--- src/rtl/evm_pkg.sv ---
package evm_pkg;
  typedef enum logic [1:0] {
    DIR_NONE   = 2'd0,
    DIR_SWAP_L = 2'd1,
    DIR_SWAP_H = 2'd2,
    DIR_RSVD   = 2'd3
  } dir_mode_e;

  localparam int ADDR_CLR_BASE = 4;
  localparam int ADDR_DIR      = 8;
  localparam int ADDR_IRQ_EN   = 9;
  localparam int ADDR_PRESET   = 10;
  localparam int ADDR_FLAG_CLR = 11;
endpackage

--- src/rtl/evm_cfg_regs.sv ---
module evm_cfg_regs
  import evm_pkg::*;
#(
  parameter int N_EVT = 6,
  parameter int N_OUT = 4,
  parameter int AW    = 4,
  parameter int DW    = 8
) (
  input  logic                        clk_i,
  input  logic                        rst_ni,
  input  logic                        we_i,
  input  logic [AW-1:0]               addr_i,
  input  logic [DW-1:0]               wdata_i,
  input  logic                        halted_i,
  output logic [N_OUT-1:0][N_EVT-1:0] set_mask_o,
  output logic [N_OUT-1:0][N_EVT-1:0] clr_mask_o,
  output logic [N_OUT-1:0][1:0]       dir_o,
  output logic [N_EVT-1:0]            irq_en_o,
  output logic                        load_o,
  output logic [N_OUT-1:0]            load_val_o,
  output logic [N_EVT-1:0]            flag_clr_o
);
  logic unused_wdata;
  assign unused_wdata = ^wdata_i;

  for (genvar n = 0; n < N_OUT; n++) begin : g_mask
    always_ff @(posedge clk_i or negedge rst_ni) begin
      if (!rst_ni) begin
        set_mask_o[n] <= '0;
        clr_mask_o[n] <= '0;
      end else if (we_i) begin
        if (addr_i == AW'(n))                 set_mask_o[n] <= wdata_i[N_EVT-1:0];
        if (addr_i == AW'(ADDR_CLR_BASE + n)) clr_mask_o[n] <= wdata_i[N_EVT-1:0];
      end
    end
  end

  always_ff @(posedge clk_i or negedge rst_ni) begin
    if (!rst_ni) begin
      dir_o    <= '0;
      irq_en_o <= '0;
    end else if (we_i) begin
      if (addr_i == AW'(ADDR_DIR))    dir_o    <= wdata_i[2*N_OUT-1:0];
      if (addr_i == AW'(ADDR_IRQ_EN)) irq_en_o <= wdata_i[N_EVT-1:0];
    end
  end

  // preset is only honoured while the counter is halted
  assign load_o     = we_i && halted_i && (addr_i == AW'(ADDR_PRESET));
  assign load_val_o = wdata_i[N_OUT-1:0];
  assign flag_clr_o = (we_i && addr_i == AW'(ADDR_FLAG_CLR)) ? wdata_i[N_EVT-1:0] : '0;
endmodule

--- src/rtl/evm_out_cell.sv ---
module evm_out_cell
  import evm_pkg::*;
#(
  parameter int N_EVT = 6
) (
  input  logic             clk_i,
  input  logic             rst_ni,
  input  logic [N_EVT-1:0] evt_i,
  input  logic [N_EVT-1:0] set_mask_i,
  input  logic [N_EVT-1:0] clr_mask_i,
  input  logic [1:0]       dir_i,
  input  logic             down_l_i,
  input  logic             down_h_i,
  input  logic             load_i,
  input  logic             load_val_i,
  output logic             out_o
);
  logic set_hit, clr_hit, swap, do_set, do_clr;

  assign set_hit = |(evt_i & set_mask_i);
  assign clr_hit = |(evt_i & clr_mask_i);
  assign swap    = (dir_mode_e'(dir_i) == DIR_SWAP_L && down_l_i) ||
                   (dir_mode_e'(dir_i) == DIR_SWAP_H && down_h_i);
  assign do_set  = swap ? clr_hit : set_hit;
  assign do_clr  = swap ? set_hit : clr_hit;

  always_ff @(posedge clk_i or negedge rst_ni) begin
    if (!rst_ni)                out_o <= 1'b0;
    else if (load_i)            out_o <= load_val_i;
    else if (do_set && do_clr)  out_o <= ~out_o;
    else if (do_set)            out_o <= 1'b1;
    else if (do_clr)            out_o <= 1'b0;
  end


  out_hold_chk: assert property (@(posedge clk_i) disable iff (!rst_ni)
    (!load_i && !(|(evt_i & (set_mask_i | clr_mask_i)))) |=> $stable(out_o));

  down_swap_chk: assert property (@(posedge clk_i) disable iff (!rst_ni)
    (!load_i && dir_i == 2'd1 && down_l_i && set_hit && !clr_hit) |=> !out_o);

  toggle_chk: assert property (@(posedge clk_i) disable iff (!rst_ni)
    (!load_i && set_hit && clr_hit) |=> (out_o != $past(out_o)));
endmodule

--- src/rtl/evm_irq.sv ---
module evm_irq #(
  parameter int N_EVT = 6
) (
  input  logic             clk_i,
  input  logic             rst_ni,
  input  logic [N_EVT-1:0] evt_i,
  input  logic [N_EVT-1:0] clr_i,
  input  logic [N_EVT-1:0] en_i,
  output logic [N_EVT-1:0] flags_o,
  output logic             irq_o
);
  // a new event wins over a same-cycle clear
  always_ff @(posedge clk_i or negedge rst_ni) begin
    if (!rst_ni) begin
      flags_o <= '0;
      irq_o   <= 1'b0;
    end else begin
      flags_o <= (flags_o & ~clr_i) | evt_i;
      irq_o   <= |(flags_o & en_i);
    end
  end


  flag_sticky_chk: assert property (@(posedge clk_i) disable iff (!rst_ni)
    (clr_i == '0) |=> ((flags_o & $past(flags_o)) == $past(flags_o)));

  flag_evt_wins_chk: assert property (@(posedge clk_i) disable iff (!rst_ni)
    (evt_i != '0) |=> ((flags_o & $past(evt_i)) == $past(evt_i)));

  irq_quiet_chk: assert property (@(posedge clk_i) disable iff (!rst_ni)
    ((flags_o & en_i) == '0) |=> !irq_o);
endmodule

--- src/rtl/evm_top.sv ---
module evm_top
  import evm_pkg::*;
#(
  parameter int N_EVT = 6,
  parameter int N_OUT = 4,
  parameter int AW    = 4,
  parameter int DW    = 8
) (
  input  logic             clk_i,
  input  logic             rst_ni,
  input  logic [N_EVT-1:0] evt_i,
  input  logic             cnt_down_l_i,
  input  logic             cnt_down_h_i,
  input  logic             halted_i,
  input  logic             cfg_we_i,
  input  logic [AW-1:0]    cfg_addr_i,
  input  logic [DW-1:0]    cfg_wdata_i,
  output logic [N_OUT-1:0] out_o,
  output logic [N_EVT-1:0] flags_o,
  output logic             irq_o
);
  logic [N_OUT-1:0][N_EVT-1:0] set_mask, clr_mask;
  logic [N_OUT-1:0][1:0]       dir;
  logic [N_EVT-1:0]            irq_en, flag_clr;
  logic                        load;
  logic [N_OUT-1:0]            load_val;

  evm_cfg_regs #(.N_EVT(N_EVT), .N_OUT(N_OUT), .AW(AW), .DW(DW)) u_cfg (
    .clk_i, .rst_ni,
    .we_i(cfg_we_i), .addr_i(cfg_addr_i), .wdata_i(cfg_wdata_i), .halted_i,
    .set_mask_o(set_mask), .clr_mask_o(clr_mask), .dir_o(dir),
    .irq_en_o(irq_en), .load_o(load), .load_val_o(load_val), .flag_clr_o(flag_clr)
  );

  for (genvar n = 0; n < N_OUT; n++) begin : g_out
    evm_out_cell #(.N_EVT(N_EVT)) u_cell (
      .clk_i, .rst_ni, .evt_i,
      .set_mask_i(set_mask[n]), .clr_mask_i(clr_mask[n]), .dir_i(dir[n]),
      .down_l_i(cnt_down_l_i), .down_h_i(cnt_down_h_i),
      .load_i(load), .load_val_i(load_val[n]), .out_o(out_o[n])
    );
  end

  evm_irq #(.N_EVT(N_EVT)) u_irq (
    .clk_i, .rst_ni, .evt_i, .clr_i(flag_clr), .en_i(irq_en),
    .flags_o, .irq_o
  );


  preset_ignored_chk: assert property (@(posedge clk_i) disable iff (!rst_ni)
    (cfg_we_i && cfg_addr_i == AW'(ADDR_PRESET) && !halted_i && evt_i == '0) |=> $stable(out_o));
endmodule

--- config.mk ---
export PLATFORM = sky130hd
export DESIGN_NAME = evm_top
export DESIGN_NICKNAME = d
export VERILOG_FILES = /design/src/rtl/evm_pkg.sv /design/src/rtl/evm_cfg_regs.sv /design/src/rtl/evm_out_cell.sv /design/src/rtl/evm_irq.sv /design/src/rtl/evm_top.sv
export SDC_FILE = /design/constraint.sdc
export NUM_CORES = 1
export LEC_CHECK = 0
export ABC_AREA = 1
export BUFFER_PORTS_ARGS = -buffer_cell sky130_fd_sc_hd__buf_2
export CORE_MARGIN = 2
export CORE_UTILIZATION = 60
export CTS_BUF_LIST = sky130_fd_sc_hd__clkbuf_4 sky130_fd_sc_hd__clkbuf_8 sky130_fd_sc_hd__clkbuf_16
export CTS_CLUSTER_SIZE = 14
export DETAILED_ROUTE_END_ITERATION = 12
export PLACE_DENSITY = 0.81
export SLEW_MARGIN = 15
export SYNTH_ARGS = -nofsm -noshare
export SYNTH_HDL_FRONTEND = slang
export SYNTH_SLANG_ARGS = --single-unit
--- constraint.sdc ---
create_clock -name clk_i -period 1.6 [get_ports clk_i]
set_input_delay 0.16 -clock clk_i [delete_from_list [all_inputs] [get_ports clk_i]]
set_output_delay 0.16 -clock clk_i [all_outputs]
set_load 0.005 [all_outputs]
* Yosys cells after proc, flatten, opt, wreduce, memory -nomap -nowiden *
Index checks and enable logic that the tools add are counted.

operators by class
  equality and inequality tests = 19
  mux-type cells = 25
  bitwise operators = 16
  reduce and logical (&&, ||, !) cells = 43

operators by type and width
  operator              number
  $and A6 B6 Y6         10
  $reduce_or A6 Y1      9
  $mux W1               24
  $reduce_and A2 Y1     10
  $eq A4 B3 Y1 const B  4
  $eq A4 B4 Y1 const B  4
  $reduce_bool A4 Y1    4
  $logic_and A1 B1 Y1   15
  $eq A2 B1 Y1 const B  4
  $eq A2 B2 Y1 const B  4
  $eq A4 B2 Y1 const B  2
  $mux W6               1
  $not A6 Y6            1
  $or A6 B6 Y6          1
  $eq A4 B1 Y1 const B  1
  $logic_not A4 Y1      1
  $logic_or A1 B1 Y1    4
  $not A1 Y1            4

storage, ports and cells
  register bits after elaboration = 73
  logic and storage cells = 122

* Depth between registers and ports, before layout *
Gate-level depths: netlist of run 1.

  word-level depth = 8
  gate-level depth with buffers = 10

* Modules after synthesis *
From an unflattened synthesis of run 1, not the netlist that was laid out.

second synthesis, totals
  cells, all modules = 554
  area total of the unflattened synthesis = 3950.0 µm²

by module, submodules not included
  module        times used  cells an instance  area each (µm²)  sequential area each (µm²)
  evm_cfg_regs  1           331                2746.4           1551.5
  evm_out_cell  4           48                 229.0            25.0
  evm_irq       1           31                 287.8            175.2

* Worst setup path before layout of run 1 *
No wires, ideal clock.

  path kind = reg-to-reg
  start point = reg u_cfg.set_mask_o[10] (netlist name)
  end point = reg g_out[1].u_cell.out_o
  arrival = 0.920 ns
  required time = 1.535 ns
  setup slack = 0.615 ns
  cell stages (with the launch flop) = 10
  clock period less this slack = 0.985 ns
  path through = dfrtp_1 -> nand2_1 -> nand2_1 -> nor2_1 -> nand2_1 -> nor2_1 -> nand3_1 -> nand2_1 -> inv_1 -> nand2_1

on the way
  cells in the longest elaborated chain, start to end = 6
  elaborated cells on any way between the ends = 9
  classes of those cells = 5 x mux; 1 x bitwise; 3 x reduce/logical

RTL lines
  what                                            RTL line                                text
  start, declared                                 evm_cfg_regs.sv:15                      output logic [N_OUT-1:0][N_EVT-1:0] set_mask_o,
  start signal, assigned by index                 evm_cfg_regs.sv:32                      if (addr_i == AW'(n)) set_mask_o[n] <= wdata_i[N_EVT-1:0];
  $and A6 B6 Y6 (*)                               evm_out_cell.sv:20                      assign set_hit = |(evt_i & set_mask_i);
  $reduce_or A6 Y1 (*)                            evm_out_cell.sv:20
  $mux W1 (on tied branches)                      evm_out_cell.sv:24, evm_out_cell.sv:25
  $mux W1 or $logic_and A1 B1 Y1 (tied branches)  evm_out_cell.sv:31, evm_out_cell.sv:30
  $mux W1                                         evm_out_cell.sv:30                      else if (do_set && do_clr) out_o <= ~out_o;
  $mux W1                                         evm_out_cell.sv:29                      else if (load_i) out_o <= load_val_i;
  end signal, assigned                            evm_out_cell.sv:29
  end signal, assigned                            evm_out_cell.sv:30
  end, declared                                   evm_out_cell.sv:16                      output logic out_o

Mark *: on every way between the ends. The rest lies on a longest branch, timed or not.
A chain may end at the register's enable or synchronous reset.

* Worst setup path after layout of run 1 *
Same ends and word-level chain as after synthesis.

==> results of run 1 <==
==> area by class of cell <==
type,instances,area (um2),share of cell area [%]
Inverter,39,146,3.81
Clock inverter,3,40.0,1.04
Timing Repair Buffer,37,208,5.41
Tap cell,72,90.1,2.35
Sequential cell,73,1830,47.6
Clock buffer,13,160,4.17
Multi-Input combinational cell,306,1370,35.7
==> through the flow <==
step / cell area, um2 / hold WS (ns) / setup slack, ns / util (%) / instances
final: 3840 / 0.0627 / 0.440 / 69.3 / 543
after global placement: 3630 / 0.219 / 0.306 / 65.5 / 526
after global routing: 3840 / 0.0842 / 0.294 / 69.3 / 543
after detailed placement: 3630 / 0.218 / 0.204 / 65.5 / 526
after CTS: 3840 / 0.0528 / 0.446 / 69.3 / 543
after floorplan: 3480 / -0.136 / 0.615 / - / 444
==> worst paths after layout <==
path                                                       start                           endpoint  slack [ns]  depth (start not counted)
worst max-delay path            u_cfg.set_mask_o[10]$_DFFE_PN0P_  g_out[1].u_cell.out_o$_DFFE_PN0P_        0.44                          9
worst min-delay path                              cfg_wdata_i[0]  g_out[0].u_cell.out_o$_DFFE_PN0P_        0.06                          3
worst max register to register  u_cfg.set_mask_o[10]$_DFFE_PN0P_  g_out[1].u_cell.out_o$_DFFE_PN0P_        0.44                          9
worst min register to register   u_cfg.clr_mask_o[4]$_DFFE_PN0P_    u_cfg.clr_mask_o[4]$_DFFE_PN0P_        0.48                          2
max in group asynchronous                                 rst_ni    u_cfg.set_mask_o[5]$_DFFE_PN0P_        0.92                          3
min in group asynchronous                                 rst_ni              u_irq.irq_o$_DFF_PN0_        0.36                          3
==> worst register-to-register path, delay by kind of cell (launching register included) <==
kind / cells / cell delay (ns)
simple gates: 8 / 0.70
flops: 1 / 0.38
buf+inv: 1 / 0.03
==> power by group through the flow <==
stage | sequential [mW] | combinational, mW | clock (mW)
after global placement | 2.49 | 0.991 | 0
after floorplan | 2.45 | 0.819 | 0
final | 2.48 | 1.05 | 1.46
after detailed placement | 2.51 | 1.04 | 0
after global routing | 2.53 | 1.23 | 1.54
after CTS | 2.47 | 1.05 | 1.49
==> metal layers <==
| layer | global-route usage, % | part of all wire (%) | routed length [um] | up-vias |
|---|---|---|---|---|
| li1 | - | - | - | 1448 |
| met1 | 40.2 | 45 | 3660 | 1370 |
| met2 | 43.4 | 45 | 3660 | 125 |
| met3 | 4.94 | 7.2 | 581 | 22 |
| met4 | 13.1 | 2.7 | 217 | 0 |
| met5 | 0 | 0 | 0 | - |
==> cells in the mapped netlist <==
cell type and n:
a21oi_1 12, buf_4 5, a221oi_1 1, a21oi_2 8, dfrtp_1 73, nor2_1 35
nand3_2 1, nand4_1 7, o21ai_0 46, nor3_1 3, inv_1 37, nor2_2 2
nor3_4 2, buf_6 2, nor3_2 1, nand3b_1 2, inv_2 2, buf_2 2
nand2_1 160, clkbuf_1 17, o21ai_1 2, nand3_1 24
==> state kept, by name, indices dropped and copies added (netlist names) <==
signal and count:
u_cfg.dir_o 8, u_cfg.set_mask_o 24, u_cfg.clr_mask_o 24, u_cfg.irq_en_o 6, u_irq.irq_o 1, g_out.u_cell.out_o 4, u_irq.flags_o 6
==> what timing repair did <==
item | in CTS | in global routing
endpoints found under the hold margin | 73 | 0
endpoints found under the setup margin | 0 | 0
setup buffers | 0 | 0
hold buffers | 1 | 0
gates resized for setup | 0 | 0
==> kinds of logic after synthesis <==
group                  count (synthesis)
and+or+nand+nor                      237
DFF                                   73
AOI/OAI and AO/OA                     69
buffers and inverters                 65
==> results.md, run 1 <==
* Status: completed
* Syn Area/Cell at 7.83 um2
* Clk sink count at 73
* Clk pwr share at 29.3%
* H-tree depth at 3
* Synth Area in Adders at 0%
* Pwr dens at 1300 nW/um2
* Synthesized Nets at 468
* Synth area leaders: dfrtp_1, nand2_1, o21ai_0
* FMAX at 0.862 GHz
* Worst-path clk slew at 0.07 ns
* Largest family of logic cells by synthesized area: simple AND/OR/NAND/NOR gates
* Max Clock Skew at 0.00496 ns
* Vias in the first global route at 2843
* Period utilization at 72.5%
* GPL Wtd Cong at 0.879
* Antenna violations before repair at 0
* Die Y at 80.1 um
* Area grow syn2layout at 10.5%
* Part of the power in registers at 49.6%
* Die Width at 80.1 um
* DP Wirelength at 5410 um
* CP required at 1.89 ns
* Min Tclk post-route at 1.16 ns
* Share of cells above drive strength 1 at 14.4%
* TritonCTS clock tree: built
* Crit Path Max Fanout at 2
* GRT Residual Overflow at 0
* Num CTS Buffers at 9
* Fillers at 460
* Post-Syn Area at 3480 um2
* Worst path slowest cell: dfrtp_1
* Int Pwr at 3.47 mW
* #FFs+latches synth at 73
* Total track usage at 28.5%
* Site row count at 27
* Final Hold Fails at 0
* Via density per instance at 5.46
* DIE AREA at 6420 um2
* Post-synthesis mux area share at 0%
* Most common cell after layout, fill and taps aside: nand2_1
* Total power at 4.99 mW
* First-pass GRT wire length at 13600 um
* DR vias at 2965
* # diodes at 0
* Antenna viol nets, final at 0
* Most used cell, CP: nand2_1
* Hold crit path type: in -> reg
* CP delay by family, top: simple AND/OR/NAND/NOR gates
* Max incr delay on CP at 0.38 ns
* Slew @ Worst Pin at 0.539 ns
* Largest net degree at the start of global routing at 74
* Net switching power at 1.52 mW
* Setup TNS at 0 ns
* Yosys cell types at 22
* CTS Buffer Depth at 2
* Compound-gate portion of the synthesized area at 10.9%
* Commonest non-fill, non-tap cells in the layout: nand2_1, dfrtp_1, o21ai_0
* Yosys warns at 0
* Final Max Tran Viols at 0
* Initial DRT Pass Iterations at 5
* P_leak at 1.97 nW
* # DRC at 0
* Nets at 490
* Core ar. at 5540 um2
* Cell chain of the critical path: nand2_1 > nand2_1 > nor2_1 > nand2_1 > nor2_1 > nand3_1 > nand2_1 > inv_1 > nand2_1
* Final setup violating endpoints at 0
* Critical Path Sink Type: flip-flop
* Post-synthesis simple-gate area fraction at 28.5%
* Wire per inst at 14.9 um
* Maxcap violations at 0
* CP Launch Type: flip-flop
* Combinational power share at 21.0%
* Sw Ratio at 30.4%
* Yosys top cell area share at 52.5%
* I/O pins at 35
* IR Drop Worst-Case VDD at 0.806 mV
* Synth area leader: dfrtp_1
* Register area share after synthesis at 52.5%
* XOR/XNOR Fraction of Synth Area at 0%
* Post-synthesis cell count at 444
* Starting Density at 62.8%
* Iteration-0 DRC Markers at 224
* Critical path class: reg -> reg
* Root Buffer: clkbuf_8
* Worst path arrival time at 1.45 ns
* Drt total wl at 8110 um
* # port buffers at 34
* RSZ-0062 raised after global routing: no
* Buf/Inv on CP at 1
* Clk_lat worst skew at 0.34 ns
* Relative slew slack at 64.0%
No activity file was read; power rests on OpenSTA's default activity.
==> inputs of run 2 (changes only) <==
Settings changed: CORE_UTILIZATION 60 to 53, PLACE_DENSITY 0.81 to 0.76.
Clock period 1.6 ns to 0.9 ns, I/O delays scaled along.
==> run 2 against run 1 <==
Net effect: the flow now finishes with violations (negative setup slack); largest cell class unchanged; fmax grew 3.8%; die area grew 13%; power grew 94%; routed wire length grew 15%; first-iteration DRC count grew 34%; combinational power grew 140%; worst hold slack lost 0.038 ns; setup slack lost 0.66 ns; largest power group unchanged; highest routed layer unchanged.
==> results.md, run 2 (same netlist as run 1, synthesis figures left out) <==
* Final setup violating endpoints at 16 (+16)
* Worst Reg-to-Reg Cells at 8 (-1)
* Final Max Tran Viols at 0 (unchanged)
* Nets at 546 (+11%)
* IR Drop Worst-Case VDD at 1.36 mV (+68%)
* Critical Path Sink Type: flip-flop
* Min Tclk post-route at 1.12 ns (-0.0422 ns)
* Maxcap violations at 0 (unchanged)
* Buf/Inv on CP at 0 (-1)
* Cell chain of the critical path: nand2_1 > nand2_2 > nor2_2 > nand3_2 > nand2_1 > nor2_1 > nand2_1 > nand3_1
* Period utilization at 124% (+52 points)
* Die Y at 85.0 um (+6.1%)
* Commonest non-fill, non-tap cells in the layout: nand2_1, dfrtp_1, o21ai_0, buf_4, inv_1
* Drt total wl at 9330 um (+15%)
* RSZ-0062 raised after global routing: yes
* Launching point of the worst reg2reg path: u_cfg.clr_mask_o[1]$_DFFE_PN0P_
* P_leak at 2.28 nW (+16%)
* GRT Residual Overflow at 0 (unchanged)
* Pwr dens at 2170 nW/um2 (+67%)
* # diodes at 0 (unchanged)
* Hold path cells at 3 (unchanged)
* Share of cells above drive strength 1 at 27.5% (+13 points)
* Most used cell, CP: nand2_1
* # DRC at 0 (unchanged)
* Setup TNS at -1.77 ns (-1.77 ns)
* Worst path arrival time at 1.35 ns (-0.10 ns)
* CP Launch Type: flip-flop
* FMAX at 0.895 GHz (+3.8%)
* Antenna viol nets, final at 0 (unchanged)
* Worst path slowest cell: dfrtp_1
* Starting Density at 54.8% (-8.0 points)
* Crit Path Max Fanout at 2 (unchanged)
* Die Width at 85.0 um (+6.1%)
* Hold crit path type: in -> reg
* Area grow syn2layout at 28.5%
* Largest net degree at the start of global routing at 74 (unchanged)
* Worst Hold Launch: cfg_wdata_i[7]
* Critical path class: reg -> reg
* Relative slew slack at 72.8% (+8.8 points)
* CTS Buffer Depth at 2 (unchanged)
* Total track usage at 27.3% (-1.2 points)
* Worst Slack Setup Final at -0.217 ns (-0.658 ns)
* Clk_lat worst skew at 0.35 ns (about the same)
* First-pass GRT wire length at 15100 um (+11%)
* Wire per inst at 15.4 um (+3.3%)
* I/O pins at 35 (unchanged)
* Final Hold Fails at 0 (unchanged)
* Failing checks: negative setup slack
* Reg-to-reg critical path endpoint: g_out[0].u_cell.out_o$_DFFE_PN0P_
* Fin Hold WS at 0.0247 ns (-0.0379 ns)
* Slew @ Worst Pin at 0.407 ns (-0.132 ns)
* Worst hold endpoint: u_cfg.dir_o[7]$_DFFE_PN0P_
* Via density per instance at 5.33 (-2.4%)
* Clk sink count at 73 (unchanged)
* Multi-input logic area at 1440 um2 (+5.1%)
* DIE AREA at 7220 um2 (+13%)
* Max Clock Skew at 0.00407 ns (-0.000893 ns)
* CP delay by family, top: simple AND/OR/NAND/NOR gates
* Most common cell after layout, fill and taps aside: nand2_1
* Antenna violations before repair at 0 (unchanged)
* Reg-to-reg slack, setup at -0.22 ns (-0.66 ns)
* # port buffers at 34 (unchanged)
* DR vias at 3220 (+8.6%)
* Fillers at 479 (+4.1%)
* Num CTS Buffers at 9 (unchanged)
* TritonCTS clock tree: built
* GPL Wtd Cong at 0.926 (+5.3%)
* Status: finished with violations
* H-tree depth at 3 (unchanged)
* Vias in the first global route at 3131 (+10%)
* Iteration-0 DRC Markers at 300 (+34%)
* Initial DRT Pass Iterations at 5 (unchanged)
* Site row count at 29 (+7.4%)
* Worst-path clk slew at 0.07 ns (about the same)
* Root Buffer: clkbuf_8
* Core ar. at 6350 um2 (+15%)
* CP required at 1.14 ns (-0.75 ns)
* DP Wirelength at 6000 um (+11%)
* Max incr delay on CP at 0.38 ns (about the same)
* Largest regs: u_cfg.clr_mask_o x24, u_cfg.set_mask_o x24, u_cfg.dir_o x8
* FF+latch area at 1830 um2 (about the same)
-- run 2: cell count changes in the layout (fill, tap and decap cells not counted), sizes merged --
cell and delta:
clkinvlp +2, dlygate4sd3 +2, clkbuf -1, clkinv -1
buf +54
-- run 2: final cells by class --
cell class / instances / area share [%]
clock buffers: 12 / 3.70
clock inverters: 4 / 1.12
inverters: 39 / 3.28
multi-input cells: 306 / 32.2
flip-flops and latches: 73 / 40.9
well taps: 77 / 2.16
repair buffers: 93 / 16.6
-- run 2: timing repair --
action                     CTS  global route
hold buffers                 3             0
setup endpoints to repair   16            17
gates resized for setup     11            20
pin swaps                    8             8
hold endpoints to repair    75             0
setup buffers               11             6
-- run 2: worst max-delay path by stage --
stage,from,endpoint,slack [ns],depth (start not counted)
2_1_floorplan,u_cfg.clr_mask_o[1]$_DFFE_PN0P_,g_out[0].u_cell.out_o$_DFFE_PN0P_,-0.07,8
3_3_place_gp,cfg_addr_i[3],g_out[2].u_cell.out_o$_DFFE_PN0P_,-0.25,9
3_5_place_dp,cfg_we_i,g_out[2].u_cell.out_o$_DFFE_PN0P_,-0.30,9
4_1_cts,u_cfg.clr_mask_o[17]$_DFFE_PN0P_,g_out[2].u_cell.out_o$_DFFE_PN0P_,-0.20,9
5_1_grt,u_cfg.set_mask_o[16]$_DFFE_PN0P_,g_out[2].u_cell.out_o$_DFFE_PN0P_,-0.33,9
6_report,u_cfg.clr_mask_o[1]$_DFFE_PN0P_,g_out[0].u_cell.out_o$_DFFE_PN0P_,-0.22,8
-- run 2: worst register-to-register path, cell delays in order (launching register included) --
cell     delay, ns
dfrtp_1       0.38
nand2_1       0.08
nand2_2       0.07
nor2_2        0.17
nand3_2       0.08
nand2_1       0.07
nor2_1        0.04
nand2_1       0.05
nand3_1       0.06
-- run 2: metrics by stage --
stage / area (um2) / cells / setup slack (ns) / utilization [%] / total power, mW
after floorplan: 3480 / 444 / -0.0742 / - / 5.80
after global placement: 3990 / 568 / -0.247 / 62.8 / 6.43
after detailed placement: 3990 / 568 / -0.297 / 62.8 / 6.54
after CTS: 4370 / 598 / -0.196 / 68.8 / 9.49
after global routing: 4470 / 604 / -0.327 / 70.4 / 10.3
final: 4470 / 604 / -0.217 / 70.4 / 9.70
-- run 2: routing by layer --
| metal | track usage (%) | wire length (um) | vias to the layer above |
|---|---|---|---|
| met4 | 12.4 | 163 | 0 |
| met5 | 0 | 0 | - |
| met3 | 3.79 | 535 | 15 |
| li1 | - | - | 1554 |
| met2 | 41.0 | 4430 | 104 |
| met1 | 39.7 | 4200 | 1547 |
-- run 2: where the power goes --
| part | switching (mW) | total, mW | leakage (nW) | internal [mW] |
|---|---|---|---|---|
| Combinational | 1.37 | 2.57 | 1.31 | 1.20 |
| Clock | 1.24 | 2.74 | 0.105 | 1.50 |
| Sequential | 0.404 | 4.39 | 0.869 | 3.98 |
| Total | 3.02 | 9.70 | 2.28 | 6.68 |
